==> src/rtl/spi_mem_pkg.sv <==
package spi_mem_pkg;

    typedef enum logic [2:0] {
        ST_CMD   = 3'd0,
        ST_ADDR  = 3'd1,
        ST_WDATA = 3'd2,
        ST_RDATA = 3'd3,
        ST_RSTAT = 3'd4,
        ST_WSTAT = 3'd5,
        ST_SKIP  = 3'd6
    } phase_e;

    localparam logic [7:0] OP_WR_EN   = 8'h06;
    localparam logic [7:0] OP_WR_DIS  = 8'h04;
    localparam logic [7:0] OP_RD_STAT = 8'h05;
    localparam logic [7:0] OP_WR_STAT = 8'h01;
    localparam logic [7:0] OP_RD_ARR  = 8'h03;
    localparam logic [7:0] OP_WR_ARR  = 8'h02;

endpackage

==> src/rtl/spi_pin_sync.sv <==
module spi_pin_sync #(
    parameter int             W       = 4,
    parameter int             STAGES  = 2,
    parameter logic [W-1:0]   RST_VAL = '0
) (
    input  logic         clk,
    input  logic         rst_n,
    input  logic [W-1:0] din,
    output logic [W-1:0] dout
);

    logic [W-1:0] pipe_q [STAGES];

    genvar s;
    generate
        for (s = 0; s < STAGES; s++) begin : g_stage
            always_ff @(posedge clk or negedge rst_n) begin
                if (!rst_n) begin
                    pipe_q[s] <= RST_VAL;
                end else if (s == 0) begin
                    pipe_q[s] <= din;
                end else begin
                    pipe_q[s] <= pipe_q[(s == 0) ? 0 : s - 1];
                end
            end
        end
    endgenerate

    assign dout = pipe_q[STAGES-1];

endmodule

==> src/rtl/spi_mem_array.sv <==
module spi_mem_array #(
    parameter int AW = 5,
    parameter int DW = 8
) (
    input  logic          clk,
    input  logic          rst_n,
    input  logic          we,
    input  logic [AW-1:0] waddr,
    input  logic [DW-1:0] wdata,
    input  logic [AW-1:0] raddr,
    output logic [DW-1:0] rdata
);

    localparam int DEPTH = 1 << AW;

    logic [DW-1:0] cell_q [DEPTH];

    genvar i;
    generate
        for (i = 0; i < DEPTH; i++) begin : g_cell
            always_ff @(posedge clk or negedge rst_n) begin
                if (!rst_n) begin
                    cell_q[i] <= '0;
                end else if (we && (waddr == AW'(i))) begin
                    cell_q[i] <= wdata;
                end
            end
        end
    endgenerate

    assign rdata = cell_q[raddr];

endmodule

==> src/rtl/spi_mem_engine.sv <==
module spi_mem_engine
    import spi_mem_pkg::*;
#(
    parameter int MEM_AW      = 5,
    parameter int ADDR_BYTES  = 3,
    parameter int SYNC_STAGES = 2
) (
    input  logic              clk,
    input  logic              rst_n,
    input  logic              spi_cs_n,
    input  logic              spi_sck,
    input  logic              spi_mosi,
    input  logic              spi_hold_n,
    output logic              spi_miso,
    output logic              spi_miso_oe,
    output logic [MEM_AW-1:0] prot_addr,
    input  logic              prot_wr_ok,
    input  logic [5:0]        stat_rd_hi,
    output logic [7:0]        stat_wr_data,
    output logic              stat_wr_en
);

    localparam int ACNT_W = (ADDR_BYTES > 1) ? $clog2(ADDR_BYTES) : 1;

    typedef struct packed {
        phase_e              st;
        logic [2:0]          bits;
        logic [ACNT_W-1:0]   acnt;
        logic                is_rd;
        logic [6:0]          rx;
        logic [7:0]          tx;
        logic [MEM_AW-1:0]   ptr;
        logic                wel;
        logic                mod;
        logic                held;
        logic                sck_prev;
        logic                miso;
        logic                stat_we;
        logic [7:0]          stat_byte;
    } eng_t;

    // synchronised bus pins: {cs, sck, mosi, hold}
    logic [3:0] pins_s;
    logic       cs_s, sck_s, mosi_s, hold_s;

    spi_pin_sync #(
        .W       (4),
        .STAGES  (SYNC_STAGES),
        .RST_VAL (4'b1001)
    ) u_sync (
        .clk   (clk),
        .rst_n (rst_n),
        .din   ({spi_cs_n, spi_sck, spi_mosi, spi_hold_n}),
        .dout  (pins_s)
    );

    assign {cs_s, sck_s, mosi_s, hold_s} = pins_s;

    eng_t q, n;
    logic              mem_we;
    logic [MEM_AW-1:0] rd_addr;
    logic [7:0]        mem_rd;
    logic [7:0]        rx_full;
    logic [7:0]        rdsr_byte;
    logic              rise, fall, byte_done;

    spi_mem_array #(
        .AW (MEM_AW),
        .DW (8)
    ) u_array (
        .clk   (clk),
        .rst_n (rst_n),
        .we    (mem_we),
        .waddr (q.ptr),
        .wdata (rx_full),
        .raddr (rd_addr),
        .rdata (mem_rd)
    );

    assign rx_full   = {q.rx, mosi_s};
    assign rdsr_byte = {stat_rd_hi, q.wel, 1'b0};
    assign rise      = sck_s && !q.sck_prev && !q.held;
    assign fall      = !sck_s && q.sck_prev && !q.held;
    assign byte_done = rise && (q.bits == 3'd7);
    assign rd_addr   = (q.st == ST_ADDR) ? MEM_AW'({q.ptr, rx_full})
                                         : q.ptr + MEM_AW'(1);

    always_comb begin
        n          = q;
        n.stat_we  = 1'b0;
        n.sck_prev = sck_s;
        mem_we     = 1'b0;

        if (cs_s) begin
            n.st   = ST_CMD;
            n.bits = '0;
            n.acnt = '0;
            n.held = 1'b0;
            if (q.mod) begin
                n.wel = 1'b0;
                n.mod = 1'b0;
            end
        end else begin
            if (!q.held && !hold_s && !sck_s) begin
                n.held = 1'b1;
            end else if (q.held && hold_s && !sck_s) begin
                n.held = 1'b0;
            end

            if (rise) begin
                n.rx   = rx_full[6:0];
                n.bits = q.bits + 3'd1;
            end

            if (fall && (q.st == ST_RDATA || q.st == ST_RSTAT)) begin
                n.miso = q.tx[7];
                n.tx   = {q.tx[6:0], 1'b0};
            end

            if (byte_done) begin
                case (q.st)
                    ST_CMD: begin
                        n.st = ST_SKIP;
                        case (rx_full)
                            OP_WR_EN:   n.wel = 1'b1;
                            OP_WR_DIS:  n.wel = 1'b0;
                            OP_RD_STAT: begin
                                n.tx = rdsr_byte;
                                n.st = ST_RSTAT;
                            end
                            OP_WR_STAT: begin
                                if (q.wel) begin
                                    n.st  = ST_WSTAT;
                                    n.mod = 1'b1;
                                end
                            end
                            OP_RD_ARR: begin
                                n.st    = ST_ADDR;
                                n.acnt  = '0;
                                n.is_rd = 1'b1;
                            end
                            OP_WR_ARR: begin
                                if (q.wel) begin
                                    n.st    = ST_ADDR;
                                    n.acnt  = '0;
                                    n.is_rd = 1'b0;
                                    n.mod   = 1'b1;
                                end
                            end
                            default: n.st = ST_SKIP;
                        endcase
                    end
                    ST_ADDR: begin
                        n.ptr  = MEM_AW'({q.ptr, rx_full});
                        n.acnt = q.acnt + ACNT_W'(1);
                        if (q.acnt == ACNT_W'(ADDR_BYTES - 1)) begin
                            n.st = q.is_rd ? ST_RDATA : ST_WDATA;
                            if (q.is_rd) begin
                                n.tx = mem_rd;
                            end
                        end
                    end
                    ST_WDATA: begin
                        mem_we = prot_wr_ok;
                        n.ptr  = q.ptr + MEM_AW'(1);
                    end
                    ST_RDATA: begin
                        n.ptr = q.ptr + MEM_AW'(1);
                        n.tx  = mem_rd;
                    end
                    ST_RSTAT: n.tx = rdsr_byte;
                    ST_WSTAT: begin
                        n.stat_we   = 1'b1;
                        n.stat_byte = rx_full;
                        n.st        = ST_SKIP;
                    end
                    default: n.st = q.st;
                endcase
            end
        end
    end

    always_ff @(posedge clk or negedge rst_n) begin
        if (!rst_n) begin
            q <= '0;
        end else begin
            q <= n;
        end
    end

    assign spi_miso     = q.miso;
    assign spi_miso_oe  = (q.st == ST_RDATA || q.st == ST_RSTAT) && !q.held;
    assign prot_addr    = q.ptr;
    assign stat_wr_data = q.stat_byte;
    assign stat_wr_en   = q.stat_we;

    // plain views for the bound checker
    logic              held_w, wel_w, stat_we_w;
    logic [MEM_AW-1:0] ptr_w;
    logic [2:0]        bits_w;
    assign held_w    = q.held;
    assign wel_w     = q.wel;
    assign stat_we_w = q.stat_we;
    assign ptr_w     = q.ptr;
    assign bits_w    = q.bits;

endmodule

==> config.mk <==
export PLATFORM = sky130hd
export DESIGN_NAME = spi_mem_engine
export DESIGN_NICKNAME = d
export VERILOG_FILES = /design/src/rtl/spi_mem_pkg.sv /design/src/rtl/spi_pin_sync.sv /design/src/rtl/spi_mem_array.sv /design/src/rtl/spi_mem_engine.sv
export SDC_FILE = /design/constraint.sdc
export NUM_CORES = 1
export LEC_CHECK = 0
export BUFFER_PORTS_ARGS = -buffer_cell sky130_fd_sc_hd__buf_2
export CAP_MARGIN = 20
export CORE_MARGIN = 5
export CORE_UTILIZATION = 37
export CTS_CLUSTER_DIAMETER = 50
export DETAILED_ROUTE_END_ITERATION = 10
export GPL_TIMING_DRIVEN = 0
export PLACE_DENSITY = 0.57
export SLEW_MARGIN = 40
export SYNTH_ARGS = -nofsm -noshare
export SYNTH_HDL_FRONTEND = slang
export SYNTH_SLANG_ARGS = --single-unit
export TNS_END_PERCENT = 50
==> constraint.sdc <==
create_clock -name clk -period 8.1 [get_ports clk]
set_input_delay 0.405 -clock clk [delete_from_list [all_inputs] [get_ports clk]]
set_output_delay 0.405 -clock clk [all_outputs]
set_load 0.02 [all_outputs]
==> impl_metrics.ini <==
[worst_setup_path]
crit_end = q[19]
r2r_start = prot_addr[0]
cpPeakStageDelay_ns = 0.71
crit_family = buffers and inverters
cp.buffers_inverters = 6
end_kind = flip-flop
crit_chain = buf_2, inv_2, ha_1, buf_2, buf_2, buf_2, nand2_1, o21ai_0, clkbuf_1, a32oi_1, a311oi_1, o31ai_1
crit_start = prot_addr[0]
cp_num_cells = 12
cp-start-kind = flip-flop
slowest_stage = a311oi_1
worst_r2r_path_depth = 12
worst-endpoint-required_ns = 8.47
cp_common_cell = buf_2
rrSetupSlack_ns = 3.15
reg2reg_to = q[19]
worstPathMaxFanout = 10
cp.arrival_ns = 5.32
critPathKind = flip-flop to flip-flop

[detailed_routing]
wirelength_mm = 50.1
drc_errors = 0
drt-pass1-iter-count = 5
detail_route.vias_per_cell = 5.91
drtAntennaViolNets = 0
routedWlPerCell_um = 26.0
via_count = 11386
drt_iter0_drc = 1137

[yosys]
syn_area_um2 = 15500
synthFlopType = dfrtp_1
syn_nets = 1301
synth_cells = 1279
yosys_warnings = 0
synth_edf_count = 0
async_reset_ff_share_pct = 100
avgSynthCellArea_um2 = 12.1
synth-seq-cells = 307
synth_cell_types = 77
synth-seq-area-share_pct = 49.7

[cts]
h-tree-depth = 2
post-cts-setup-buffer-count = 0
root_buffer = clkbuf_16
clkTransAtPathRegs_ns = 0.06
cts_tree = done
clk_path_buf_depth = 3
cts_sinks = 307
clk_latency_ns = 0.52
numCtsBuffers = 39

[global_routing]
grt_pass1_vias = 11517
grt_max_degree = 75
grt_overflow = 0
grt.total_usage_pct = 21.4
antenna_found_initial = 2
grt_first_pass_wirelength_mm = 75.5

[floorplan]
io_pins = 29
die_area_um2 = 46000
initial_core_util_pct = 37.1
die_w_um = 215
die_y_um = 215
rows = 75
core_area_um2 = 41700

[timing]
min_period_ns = 4.95
relSlewSlack_pct = 41.3
max_clock_freq_mhz = 202
rsz0062_at_grt = no
hold_ws_ns = 0.221
finalSetupViolCount = 0
tightest_slew_ns = 0.881
skew_ns = 0.0139
finalHoldViolCount = 0
final-max-slew-violation-count = 0
finalCritPeriodShare_pct = 61.1
tns_ns = 0

[power_and_ir_drop]
ir_drop_mv = 0.121
power.leakage_nw = 8.30
powerDensity_nw_per_um2 = 213

[final_layout]
design_area_um2 = 17900
final_nets = 1383
diodes = 0
layout-drive-gt1-share_pct = 33.1
final_cell_mix = dfrtp_1, mux2_2, nand2_1
fin_util_pct = 43.0
syn2layout_area_growth_pct = 15.7
layout_commonest_cell = dfrtp_1

[place]
dp_hpwl_mm = 35.5
port_buffers = 28
gp_routability_congestion = 0.958
place_area_um2 = 16500

[hold_path]
holdCritPathClass = input port to flip-flop

[job]
maxCapViolations = 0

[status]
status = completed
## worst min path at each step
stage,startpoint,end,depth (start not counted)
2_1_floorplan,rst_n,bits_w[0],0
3_3_place_gp,u_sync.pipe_q[5],u_sync.dout[1],0
3_5_place_dp,rst_n,u_sync.dout[1],1
4_1_cts,stat_rd_hi[5],q[26],3
5_1_grt,stat_rd_hi[5],q[26],3
6_report,stat_rd_hi[1],q[22],3
## worst min-delay path: cells and delay by family
| kind | cells | cell delay [ns] |
|---|---|---|
| buffers and inverters | 1 | 0.10 |
| AO/OA/AOI/OAI | 2 | 0.20 |
## metrics by stage
stage | setup slack (ns) | instances | power [W]
final | 3.15 | 1928 | 0.00381
after global routing | 3.10 | 1928 | 0.00392
after CTS | 3.28 | 1928 | 0.00383
after detailed placement | 3.32 | 1854 | 0.00198
after global placement | 0.680 | 1846 | 0.00197
after floorplan | 5.21 | 1279 | 0.00175
## kinds of logic (layout without fill, tap and decap cells)
family / count (synthesis) / count (layout) / synth area share, %
AO/OA/AOI/OAI: 206 / 206 / 9.60
XOR/XNOR: 5 / 5 / 0.283
adder cells (fa/ha/maj): 9 / 9 / 0.728
buffers and inverters: 114 / 224 / 3.48
flip-flops: 307 / 307 / 49.7
multiplexers: 379 / 379 / 28.7
AND/OR/NAND/NOR: 259 / 259 / 7.58
## cell type report
type / instances / area, um^2
sequential: 307 / 7690
clock buffer: 53 / 1110
clock inverter: 16 / 262
inverter: 10 / 37.5
tap: 539 / 674
multi-input combinational: 858 / 7290
fill: 3916 / 23800
buffer: 104 / 509
timing repair buffer: 41 / 333
## cell usage after synthesis, types with 7 or more instances
library cell  count  area share (%)
buf_4            16            0.78
nand2_1         152             3.7
inv_1             9            0.22
o21ai_0          24            0.78
nor2_1           41            0.99
ha_1              9            0.73
mux4_2           24             3.5
and3_1           10            0.40
a31oi_1           7            0.28
a311o_1           8            0.52
dfrtp_1         303              49
a21oi_1          52             1.7
nor3_1           13            0.42
a221oi_1         17            0.96
mux2_2          266              19
a32oi_1          19             1.1
clkbuf_1         56             1.4
nand3_1          10            0.32
mux2i_1          83             5.4
o22ai_1           7            0.28
buf_2            23            0.74
## report_power, final
group	internal, W	switching, W	total (W)
logic	0.0000719	0.000304	0.000375
registers	0.00155	0.0000299	0.00158
clock network	0.00118	0.000675	0.00186
total	0.00280	0.00101	0.00381
## metal layers
layer / track usage [%] / vias to the layer above / part of all wire, % / wire length, um
li1: - / 4906 / - / -
met4: 6.76 / 0 / 3.7 / 1850
met1: 29.5 / 5914 / 43 / 21700
met2: 34.2 / 454 / 46 / 23000
met5: 0 / - / 0 / 0
met3: 4.36 / 112 / 7.1 / 3530
## registers in the layout (all words and copies together) (netlist names)
register,flops
u_array.cell_q,256
prot_addr,5
held_w,1
q,23
stat_wr_en,1
stat_wr_data,8
wel_w,1
spi_miso,1
u_sync.pipe_q,4
u_sync.dout,4
bits_w,3
## repair_timing
| action | CTS | global route |
|---|---|---|
| hold buffers | 5 | 0 |
| endpoints found under the hold margin | 50 | 0 |
| endpoints found under the setup margin | 0 | 0 |
| resized for setup | 0 | 0 |
No activity file was read; power rests on OpenSTA's default activity.
